[src/rtl/sdram_boot_pkg.sv]
package sdram_boot_pkg;

    typedef enum logic [3:0] {
        ST_POWERUP,
        ST_PRECH,
        ST_WAIT_RP,
        ST_REF1,
        ST_WAIT_RFC1,
        ST_REF2,
        ST_WAIT_RFC2,
        ST_LMR,
        ST_WAIT_MRD,
        ST_DONE
    } boot_state_e;

    typedef struct packed {
        logic cs_n;
        logic ras_n;
        logic cas_n;
        logic we_n;
    } sd_cmd_t;

    localparam sd_cmd_t CMD_NOP   = sd_cmd_t'(4'b0111);
    localparam sd_cmd_t CMD_PRECH = sd_cmd_t'(4'b0010);
    localparam sd_cmd_t CMD_REF   = sd_cmd_t'(4'b0001);
    localparam sd_cmd_t CMD_LMR   = sd_cmd_t'(4'b0000);

    // Burst length field code; 0 selects full page.
    function automatic logic [2:0] bl_code(input int len);
        case (len)
            1:       return 3'b000;
            2:       return 3'b001;
            4:       return 3'b010;
            8:       return 3'b011;
            default: return 3'b111;
        endcase
    endfunction

    // CAS latency field code; anything but 3 selects 2.
    function automatic logic [2:0] cl_code(input int lat);
        return (lat == 3) ? 3'b011 : 3'b010;
    endfunction

endpackage

[src/rtl/sdram_boot_timer.sv]
module sdram_boot_timer #(
    parameter int CNT_W     = 16,
    parameter int RESET_VAL = 0
) (
    input  logic             clk,
    input  logic             rst_n,
    input  logic             load_i,
    input  logic [CNT_W-1:0] load_val_i,
    output logic [CNT_W-1:0] cnt_o,
    output logic             zero_o
);

    logic [CNT_W-1:0] cnt_d, cnt_q;

    always_comb begin
        cnt_d = cnt_q;
        if (load_i)
            cnt_d = load_val_i;
        else if (cnt_q != '0)
            cnt_d = cnt_q - 1'b1;
    end

    always_ff @(posedge clk or negedge rst_n) begin
        if (!rst_n) cnt_q <= CNT_W'(RESET_VAL);
        else        cnt_q <= cnt_d;
    end

    assign cnt_o  = cnt_q;
    assign zero_o = (cnt_q == '0);

    // Without a reload the count saturates at zero (wait windows of R2, R5-R7)
    assert_timer_saturates_R2: assert property (@(posedge clk) disable iff (!rst_n)
        (zero_o && !load_i) |=> zero_o);

    // Each step either reloads or moves down by one (wait windows of R2)
    assert_timer_steps_down_R2: assert property (@(posedge clk) disable iff (!rst_n)
        (!load_i && !zero_o) |=> (cnt_o == $past(cnt_o) - 1'b1));

endmodule

[src/rtl/sdram_mode_word.sv]
module sdram_mode_word
    import sdram_boot_pkg::*;
#(
    parameter int ADDR_W           = 13,
    parameter int BURST_LEN        = 0,
    parameter int BURST_INTERLEAVE = 0,
    parameter int CAS_LATENCY      = 2,
    parameter int SINGLE_WRITE     = 0
) (
    output logic [ADDR_W-1:0] mode_o
);

    localparam logic [2:0] BL_FIELD = bl_code(BURST_LEN);
    localparam logic [2:0] CL_FIELD = cl_code(CAS_LATENCY);
    localparam logic       BT_FIELD = (BURST_INTERLEAVE != 0);
    localparam logic       WB_FIELD = (SINGLE_WRITE != 0);

    logic [12:0] core_word;

    always_comb begin
        core_word        = '0;
        core_word[2:0]   = BL_FIELD;
        core_word[3]     = BT_FIELD;
        core_word[6:4]   = CL_FIELD;
        core_word[8:7]   = 2'b00;
        core_word[9]     = WB_FIELD;
        core_word[12:10] = 3'b000;
    end

    generate
        if (ADDR_W > 13) begin : g_wide
            assign mode_o = {{(ADDR_W-13){1'b0}}, core_word};
        end else begin : g_exact
            assign mode_o = core_word[ADDR_W-1:0];
        end
    endgenerate

endmodule

[src/rtl/sdram_cmd_encode.sv]
module sdram_cmd_encode
    import sdram_boot_pkg::*;
#(
    parameter int ADDR_W = 13
) (
    input  boot_state_e       state_i,
    input  logic [ADDR_W-1:0] mode_i,
    output sd_cmd_t           cmd_o,
    output logic [ADDR_W-1:0] addr_o
);

    always_comb begin
        cmd_o  = CMD_NOP;
        addr_o = '0;
        case (state_i)
            ST_PRECH: begin
                cmd_o      = CMD_PRECH;
                addr_o[10] = 1'b1;
            end
            ST_REF1, ST_REF2: cmd_o = CMD_REF;
            ST_LMR: begin
                cmd_o  = CMD_LMR;
                addr_o = mode_i;
            end
            default: ;
        endcase
    end

endmodule

[src/rtl/sdram_boot_seq.sv]
module sdram_boot_seq
    import sdram_boot_pkg::*;
#(
    parameter int CLK_FREQ_MHZ     = 125,
    parameter int POWERUP_US       = 200,
    parameter int T_RP             = 2,
    parameter int T_RFC            = 7,
    parameter int T_MRD            = 3,
    parameter int CKE_LEAD_CYC     = 16,
    parameter int BURST_LEN        = 0,
    parameter int BURST_INTERLEAVE = 0,
    parameter int CAS_LATENCY      = 2,
    parameter int SINGLE_WRITE     = 0,
    parameter int ADDR_W           = 13,
    parameter int BANK_W           = 2
) (
    input  logic              clk,
    input  logic              rst_n,
    output logic              sd_cke,
    output logic              sd_cs_n,
    output logic              sd_ras_n,
    output logic              sd_cas_n,
    output logic              sd_we_n,
    output logic [BANK_W-1:0] sd_ba,
    output logic [ADDR_W-1:0] sd_addr,
    output logic              init_done
);

    localparam int PWR_RAW  = CLK_FREQ_MHZ * POWERUP_US;
    localparam int PWR_CYC  = (PWR_RAW < 2) ? 2 : PWR_RAW;
    localparam int RP_GAP   = (T_RP  < 2) ? 2 : T_RP;
    localparam int RFC_GAP  = (T_RFC < 2) ? 2 : T_RFC;
    localparam int MRD_GAP  = (T_MRD < 2) ? 2 : T_MRD;
    localparam int CKE_LEAD = (CKE_LEAD_CYC > PWR_CYC - 1) ? PWR_CYC - 1 : CKE_LEAD_CYC;
    localparam int CNT_W    = $clog2(PWR_CYC) + 1;

    typedef struct packed {
        boot_state_e       state;
        sd_cmd_t           cmd;
        logic              cke;
        logic              done;
        logic [BANK_W-1:0] ba;
        logic [ADDR_W-1:0] addr;
    } seq_regs_t;

    seq_regs_t         r_d, r_q;
    boot_state_e       nxt_state;
    logic              tmr_load;
    logic [CNT_W-1:0]  tmr_val;
    logic [CNT_W-1:0]  tmr_cnt;
    logic              tmr_zero;
    logic [ADDR_W-1:0] mode_word;
    sd_cmd_t           enc_cmd;
    logic [ADDR_W-1:0] enc_addr;

    sdram_boot_timer #(
        .CNT_W     (CNT_W),
        .RESET_VAL (PWR_CYC - 1)
    ) u_timer (
        .clk        (clk),
        .rst_n      (rst_n),
        .load_i     (tmr_load),
        .load_val_i (tmr_val),
        .cnt_o      (tmr_cnt),
        .zero_o     (tmr_zero)
    );

    sdram_mode_word #(
        .ADDR_W           (ADDR_W),
        .BURST_LEN        (BURST_LEN),
        .BURST_INTERLEAVE (BURST_INTERLEAVE),
        .CAS_LATENCY      (CAS_LATENCY),
        .SINGLE_WRITE     (SINGLE_WRITE)
    ) u_mode (
        .mode_o (mode_word)
    );

    sdram_cmd_encode #(
        .ADDR_W (ADDR_W)
    ) u_enc (
        .state_i (nxt_state),
        .mode_i  (mode_word),
        .cmd_o   (enc_cmd),
        .addr_o  (enc_addr)
    );

    // Sequencer: a command state lasts one cycle and loads the gap timer,
    // and the following wait state leaves when the timer reads zero.
    always_comb begin
        nxt_state = r_q.state;
        tmr_load  = 1'b0;
        tmr_val   = '0;
        case (r_q.state)
            ST_POWERUP:   if (tmr_zero) nxt_state = ST_PRECH;
            ST_PRECH: begin
                nxt_state = ST_WAIT_RP;
                tmr_load  = 1'b1;
                tmr_val   = CNT_W'(RP_GAP - 2);
            end
            ST_WAIT_RP:   if (tmr_zero) nxt_state = ST_REF1;
            ST_REF1: begin
                nxt_state = ST_WAIT_RFC1;
                tmr_load  = 1'b1;
                tmr_val   = CNT_W'(RFC_GAP - 2);
            end
            ST_WAIT_RFC1: if (tmr_zero) nxt_state = ST_REF2;
            ST_REF2: begin
                nxt_state = ST_WAIT_RFC2;
                tmr_load  = 1'b1;
                tmr_val   = CNT_W'(RFC_GAP - 2);
            end
            ST_WAIT_RFC2: if (tmr_zero) nxt_state = ST_LMR;
            ST_LMR: begin
                nxt_state = ST_WAIT_MRD;
                tmr_load  = 1'b1;
                tmr_val   = CNT_W'(MRD_GAP - 2);
            end
            ST_WAIT_MRD:  if (tmr_zero) nxt_state = ST_DONE;
            default:      nxt_state = ST_DONE;
        endcase
    end

    always_comb begin
        r_d       = r_q;
        r_d.state = nxt_state;
        r_d.cmd   = enc_cmd;
        r_d.addr  = enc_addr;
        r_d.ba    = '0;
        r_d.cke   = r_q.cke || (r_q.state != ST_POWERUP) ||
                    (tmr_cnt <= CNT_W'(CKE_LEAD));
        r_d.done  = (nxt_state == ST_DONE);
    end

    always_ff @(posedge clk or negedge rst_n) begin
        if (!rst_n) begin
            r_q.state <= ST_POWERUP;
            r_q.cmd   <= CMD_NOP;
            r_q.cke   <= 1'b0;
            r_q.done  <= 1'b0;
            r_q.ba    <= '0;
            r_q.addr  <= '0;
        end else begin
            r_q <= r_d;
        end
    end

    assign sd_cke    = r_q.cke;
    assign sd_cs_n   = r_q.cmd.cs_n;
    assign sd_ras_n  = r_q.cmd.ras_n;
    assign sd_cas_n  = r_q.cmd.cas_n;
    assign sd_we_n   = r_q.cmd.we_n;
    assign sd_ba     = r_q.ba;
    assign sd_addr   = r_q.addr;
    assign init_done = r_q.done;

    sd_cmd_t pin_cmd;
    assign pin_cmd = {sd_cs_n, sd_ras_n, sd_cas_n, sd_we_n};

    assert_cmd_needs_cke_R3: assert property (@(posedge clk) disable iff (!rst_n)
        (pin_cmd != CMD_NOP) |-> sd_cke);

    assert_cke_stays_high_R3: assert property (@(posedge clk) disable iff (!rst_n)
        sd_cke |=> sd_cke);

    assert_prech_all_banks_R4: assert property (@(posedge clk) disable iff (!rst_n)
        (pin_cmd == CMD_PRECH) |-> sd_addr[10]);

    assert_lmr_fields_R7: assert property (@(posedge clk) disable iff (!rst_n)
        (pin_cmd == CMD_LMR) |-> (sd_ba == '0 && sd_addr == mode_word));

    assert_nop_after_cmd_R9: assert property (@(posedge clk) disable iff (!rst_n)
        (pin_cmd != CMD_NOP) |=> (pin_cmd == CMD_NOP));

    assert_done_sticky_R9: assert property (@(posedge clk) disable iff (!rst_n)
        init_done |=> init_done);

    assert_done_quiet_R9: assert property (@(posedge clk) disable iff (!rst_n)
        init_done |-> (pin_cmd == CMD_NOP && sd_cke));

endmodule

[config.mk]
export PLATFORM = sky130hd
export DESIGN_NAME = sdram_boot_seq
export DESIGN_NICKNAME = d
export VERILOG_FILES = /design/src/rtl/sdram_boot_pkg.sv /design/src/rtl/sdram_boot_timer.sv /design/src/rtl/sdram_mode_word.sv /design/src/rtl/sdram_cmd_encode.sv /design/src/rtl/sdram_boot_seq.sv
export SDC_FILE = /design/constraint.sdc
export NUM_CORES = 1
export LEC_CHECK = 0
export BUFFER_PORTS_ARGS = -buffer_cell sky130_fd_sc_hd__buf_2
export CAP_MARGIN = 15
export CORE_MARGIN = 8
export CORE_UTILIZATION = 59
export CTS_CLUSTER_DIAMETER = 40
export DETAILED_ROUTE_END_ITERATION = 12
export PLACE_DENSITY_LB_ADDON = 0.2
export SETUP_SLACK_MARGIN = 0.05
export SYNTH_ARGS = -nofsm -noshare
export SYNTH_HDL_FRONTEND = slang
export SYNTH_SLANG_ARGS = --single-unit
export TNS_END_PERCENT = 10
[constraint.sdc]
create_clock -name clk -period 3 [get_ports clk]
set_input_delay 0.6 -clock clk [delete_from_list [all_inputs] [get_ports clk]]
set_output_delay 0.6 -clock clk [all_outputs]
set_load 0.05 [all_outputs]
; Word-level counts from Yosys, hierarchy flattened
; Cells that the tools add are included.
[word_totals]
reg_bits = 37
in_bits = 2
output_inout_bits = 21
wordCells = 47
[classes]
n_addsub = 1
magnitude_cmp = 1
n_eq_ne = 13
mux = 13
reduce_logical = 10
[op_table]
columns = op, count
row1 = case mux 4 bit (9 select lines), 1
row2 = two-way mux 16 bit, 2
row3 = equality test 4 x 3 -> 1 bit (second input constant), 6
row4 = two-way mux 4 bit, 5
row5 = less-or-equal comparator 16 x 5 -> 1 bit (second input constant), 1
row6 = logical NOT 16 bit, 1
row7 = nonzero test 16 bit, 1
row8 = subtractor 16 x 1 -> 16 bit (second input constant), 1
row9 = equality test 4 x 2 -> 1 bit (second input constant), 3
row10 = case mux 3 bit (3 select lines), 1
row11 = equality test 4 x 1 -> 1 bit (second input constant), 2
row12 = equality test 4 bit (second input constant), 2
row13 = two-way mux 6 bit, 1
row14 = case mux 3 bit (2 select lines), 1
row15 = logical NOT 4 bit, 1
row16 = nonzero test 4 bit, 1
row17 = OR reduction 2 bit, 2
row18 = OR reduction 4 bit, 1
row19 = logical OR 1 bit, 2
row20 = two-way mux 1 bit, 2
row21 = nonzero test 2 bit, 1

; Longest topological paths before layout
[depth]
word_depth = 6
depth_mapped = 7
depth_no_buf = 6

; By module
; A second synthesis with hierarchy kept.
[unflattened]
hier_cells = 205
area_unflattened_um2 = 2144.6
[modules_own_cells]
columns = module, instances, cells_per_inst, area_each_um2
row1 = sdram_boot_timer, 1, 104, 1016.0
row2 = sdram_boot_seq, 1, 63, 863.3
row3 = sdram_cmd_encode, 1, 23, 160.2
row4 = sdram_mode_word, 1, 15, 105.1

; Worst setup path after synthesis
; OpenSTA, ideal clock, no wires.
[synth_timing]
path_kind = reg-to-reg
from = register u_timer.cnt_q[0] (netlist: u_timer.cnt_o[0])
to = register u_timer.cnt_q[14] (netlist: u_timer.cnt_o[14])
t_arrival_ns = 1.872
t_required_ns = 2.927
slack_ns = 1.055
stages_incl_launch_ff = 7
path_buffers = 0
period_less_slack_ns = 1.945
path_cell_list = dfstp_2 inv_1 ha_1 or4b_4 a211oi_1 or3b_1 a21oi_1
[synth_via]
elab_chain_cells = 3
word_cells_on_any_way = 5
classes_between = add/sub: 1 / mux: 2 / reduce/logical: 2
[synth_rtl]
columns = item, line_no
row1 = start: declaration, sdram_boot_timer.sv:13  ; logic [CNT_W-1:0] cnt_d, cnt_q;
row2 = start signal: assignment, sdram_boot_timer.sv:24  ; if (!rst_n) cnt_q <= CNT_W'(RESET_VAL);
row3 = start signal: assignment, sdram_boot_timer.sv:25  ; else cnt_q <= cnt_d;
row4 = subtractor 16 x 1 -> 16 bit, sdram_boot_timer.sv:20  ; cnt_d = cnt_q - 1'b1;
row5 = two-way mux 16 bit, sdram_boot_timer.sv:19  ; else if (cnt_q != '0)
row6 = two-way mux 16 bit, sdram_boot_timer.sv:17  ; if (load_i)
; Several ways; a longest one is shown, not always the timed one. The select of a mux whose other input is x is not followed.
; A chain may end at the register's enable or synchronous reset.

==> summary.md <==
| Metric | Value |
|---|---|
| Core area | ~2400 µm² |
| DIE AREA | 4340 µm² |
| Min Tclk post-route | 2.43 ns |
| Detail Placement HPWL | 2050 µm |
| Met1 wire length | 1240 µm |
| DRT Wirelength | 2840 µm |
| Post-synthesis compound-gate area fraction | 13.2% |
| Crit Path Class | reg2reg |
| Synth top area share | 27.3% |
| Pleak | 0.000689 µW |
| Synth Warn # | 0 |
| Root Driver | clkbuf_4 |
| Uppermost layer routed | met4 |
| Post-synthesis adder-cell area fraction | 0.853% |
| Largest family of logic cells by synthesized area | simple AND/OR/NAND/NOR gates |
| Final Hold Fails | 0 |
| Main synth FF type | dfrtp_1 |
| Hold_buf cts | 0 |
| Sequential cell area fraction in the yosys report | 47.0% |
| Crit path to | sd_cas_n |
| Final Cycle Share | 81.1% |
| Number of vias per cell | around 6.1 |
| Max VDD drop | 0.252 mV |
| 1st-iter DRT viols | 47 |
| Post-CTS Setup Inserts | 0 |
| Share of cells above drive strength 1 | 24.5% |
| Clock transition at the registers of the reported paths | 0.14 ns |
| IO Pins | 23 |
| Drc violations | 0 |
| CP peak stage delay | 0.60 ns |
| Leading area contributor after synthesis | dfrtp_1 |
| Crit. End Element | flop |
| Layout Nets | 155 |
| Total track usage | 14.1% |
| Antenna violations before repair | 0 |
| Cells on worst reg2reg path | 6 |
| Asr flop ratio synth | 100% |
| DR WL met3 | 149 µm |
| Slowest stage cell on the critical path | nor4b_1 |
| DIE HEIGHT | 65.9 µm |
| CP Cell Sequence | inv_1 -> ha_1 -> nor4b_1 -> nand4_1 -> nor3_1 -> o21ai_0 |
| FF-to-FF Start | u_timer.cnt_o[0] |
| Syn Std Cell Area | 1470 µm² |
| CTS buffer count | 3 |
| Final Max Slew Viols | 0 |
| Post-synthesis mux area share | less than 1% |
| Clock latency on the worst-skew pair | approximately 0.32 ns |
| Outcome | complete, no violations |
| Max Fanout on Critical Path | 9 |
| Grt ovf | 0 |
| Row count | 18 |
| FF-to-FF setup slack | 0.57 ns |
| Clock skew | 0.00258 ns |
| Routed via count | 1097 |
| Min setup slack post-route | 0.566 ns |
| Slew margin rel. | 51.8% |
| Placer Congestion | 0.818 |
| Area contributors post-synth | dfrtp_1 (27%), dfstp_2 (20%), buf_4 (8.2%), xnor2_1 (3.6%), nor2_1 (3.3%) |
| Synthesized area per cell | 9.84 µm² |
| Vias in the first global route | about 1100 |
| Met2 WL | 1410 µm |
| Die width | 65.9 µm |
| Final setup viols | 0 |
| Clk sinks | 27 |
| Peak Freq | between 400 and 500 MHz |
| Antenna cells | 0 |
| XOR/XNOR share of the synthesized area | 4.18% |
| Area grow syn2layout | 1.02% |
| CP required | roughly 3.3 ns |
| Antenna viol nets, final | 0 |
| Hold crit path type | in2async |
| RSZ-0062 raised after global routing | no |
| Power Dens Cells | 378 nW/µm² |
| # fillers | 204 |
| Mapped Cells | 149 |
| CTS tree | done |
| Number of distinct library cells after synthesis | between 40 and 50 |
| Synth Area in Simple Gates | ~23% |
| Setup_tns | 0 ns |
| Starting Density | 60.9% |
| Drt wl/cell | 15.7 µm |
| First-pass GRT wire length | just under 5000 µm |
| Largest net degree at the start of global routing | 28 |
| Critical R2R Capture | sd_cas_n |
| Worst slack, placed | 0.642 ns |
| Critical path arrival | 2.68 ns |
| Max-cap viol count | 0 |
| Port-buffer cells | 11 |
| CTS Buffer Depth | 2 |
| Slew @ Worst Pin | 0.714 ns |
| # H-tree levels | 1 |
| Crit. Startpoint | u_timer.cnt_o[0] |
| #FFs+latches synth | 27 |
| Nature of the critical path startpoint | flop |
| DRT Pass-1 Iters | 4 |
| Post-synth EDFFs | 0 |
| CTS resizes | 0 |
==> cell usage after synthesis, types with 2 or more instances <==
| cell type | count |
|---|---|
| a31oi_1 | 2 |
| nor4_2 | 2 |
| o21ai_0 | 3 |
| or4_1 | 4 |
| xnor2_1 | 6 |
| a22oi_1 | 2 |
| nor4_1 | 3 |
| nand4_1 | 2 |
| clkbuf_1 | 7 |
| dfstp_2 | 11 |
| o31ai_1 | 2 |
| buf_4 | 16 |
| nor3_1 | 6 |
| or3_1 | 4 |
| nand2_1 | 11 |
| a31o_2 | 3 |
| nor2_1 | 13 |
| a21oi_1 | 7 |
| a41o_1 | 2 |
| inv_1 | 4 |
| a211oi_1 | 2 |
| dfrtp_1 | 16 |
| nand2b_1 | 3 |
==> kinds of logic after synthesis <==
family          count (synthesis)
compound gates                 27
xor+xnor                        7
fa+ha+maj                       1
buf+inv                        28
flops                          27
mux                             1
other cells                     1
simple gates                   57
==> state kept, by name (all words and copies together) (netlist names) <==
name	count
r_q	4
sd_cke	1
sd_addr	2
sd_ras_n	1
sd_we_n	1
sd_cas_n	1
u_timer.cnt_o	16
init_done	1
==> per-layer routing <==
| layer | up-vias | track usage, % |
|---|---|---|
| li1 | 509 | - |
| met1 | 551 | 17.6 |
| met2 | 33 | 23.4 |
| met3 | 4 | 2.71 |
| met4 | 0 | 5.72 |
| met5 | - | 0 |
==> per-stage QoR <==
stage | utilization [%] | area (µm²) | power (µW) | hold slack (ns) | std cells
after floorplan | - | 1500 | 412 | 0.304 | 159
after global placement | 60.3 | 1450 | 408 | 0.467 | 177
after detailed placement | 60.3 | 1450 | 408 | 0.478 | 177
after CTS | 61.5 | 1480 | 567 | 0.262 | 181
after global routing | 61.5 | 1480 | 578 | 0.287 | 181
final | 61.5 | 1480 | 561 | 0.256 | 181
==> layout by cell type, fill, tap and decap left out, types with 3 or more instances in the layout <==
cell | Yosys | routed
o21ai_0 | 3 | 3
dfrtp_1 | 16 | 16
nor4_1 | 3 | 3
xnor2_1 | 6 | 6
conb_1 | 1 | 11
nor2_1 | 13 | 13
nand2b_1 | 3 | 3
a21oi_1 | 7 | 7
dfstp_2 | 11 | 11
buf_2 | 0 | 11
nor3_1 | 6 | 6
clkbuf_4 | 0 | 3
or4_1 | 4 | 4
inv_1 | 4 | 4
nand2_1 | 11 | 11
a31o_2 | 3 | 3
or3_1 | 4 | 4
==> final cells by class <==
| class | count | area [µm²] | share of cell area [%] |
|---|---|---|---|
| sequential | 27 | 689 | 46.5 |
| clock inverter | 1 | 5.00 | 0.338 |
| clock buffer | 3 | 22.5 | 1.52 |
| timing repair buffer | 12 | 62.6 | 4.22 |
| multi-input combinational | 104 | 649 | 43.8 |
| inverter | 4 | 15.0 | 1.01 |
| tap | 30 | 37.5 | 2.53 |
==> worst min-delay path by stage <==
stage,from,to,slack [ns],depth (start not counted)
floorplan,rst_n,init_done,0.30,0
global route,rst_n,sd_addr[5],0.29,1
CTS,rst_n,sd_addr[5],0.26,1
detailed placement,sd_cke,sd_cke,0.48,2
global placement,sd_cke,sd_cke,0.47,2
finish,rst_n,u_timer.cnt_o[15],0.26,1
==> power by group <==
part | leakage, µW | switching, µW | internal [µW] | total, µW
sequential | 0.000317 | 0 | 365 | 365
combinational | 0.000355 | 37.2 | 0.466 | 37.6
clock | 0.0000177 | 108 | 50.0 | 158
==> worst max-delay path, delay by kind of cell (launching register included) <==
family	cells	cell delay, ns
buffers and inverters	1	0.08
AND/OR/NAND/NOR	3	1.53
adder cells (fa/ha/maj)	1	0.18
flip-flops	1	0.40
AO/OA/AOI/OAI	1	0.17
Note: power is estimated with default switching activity, not from simulation.
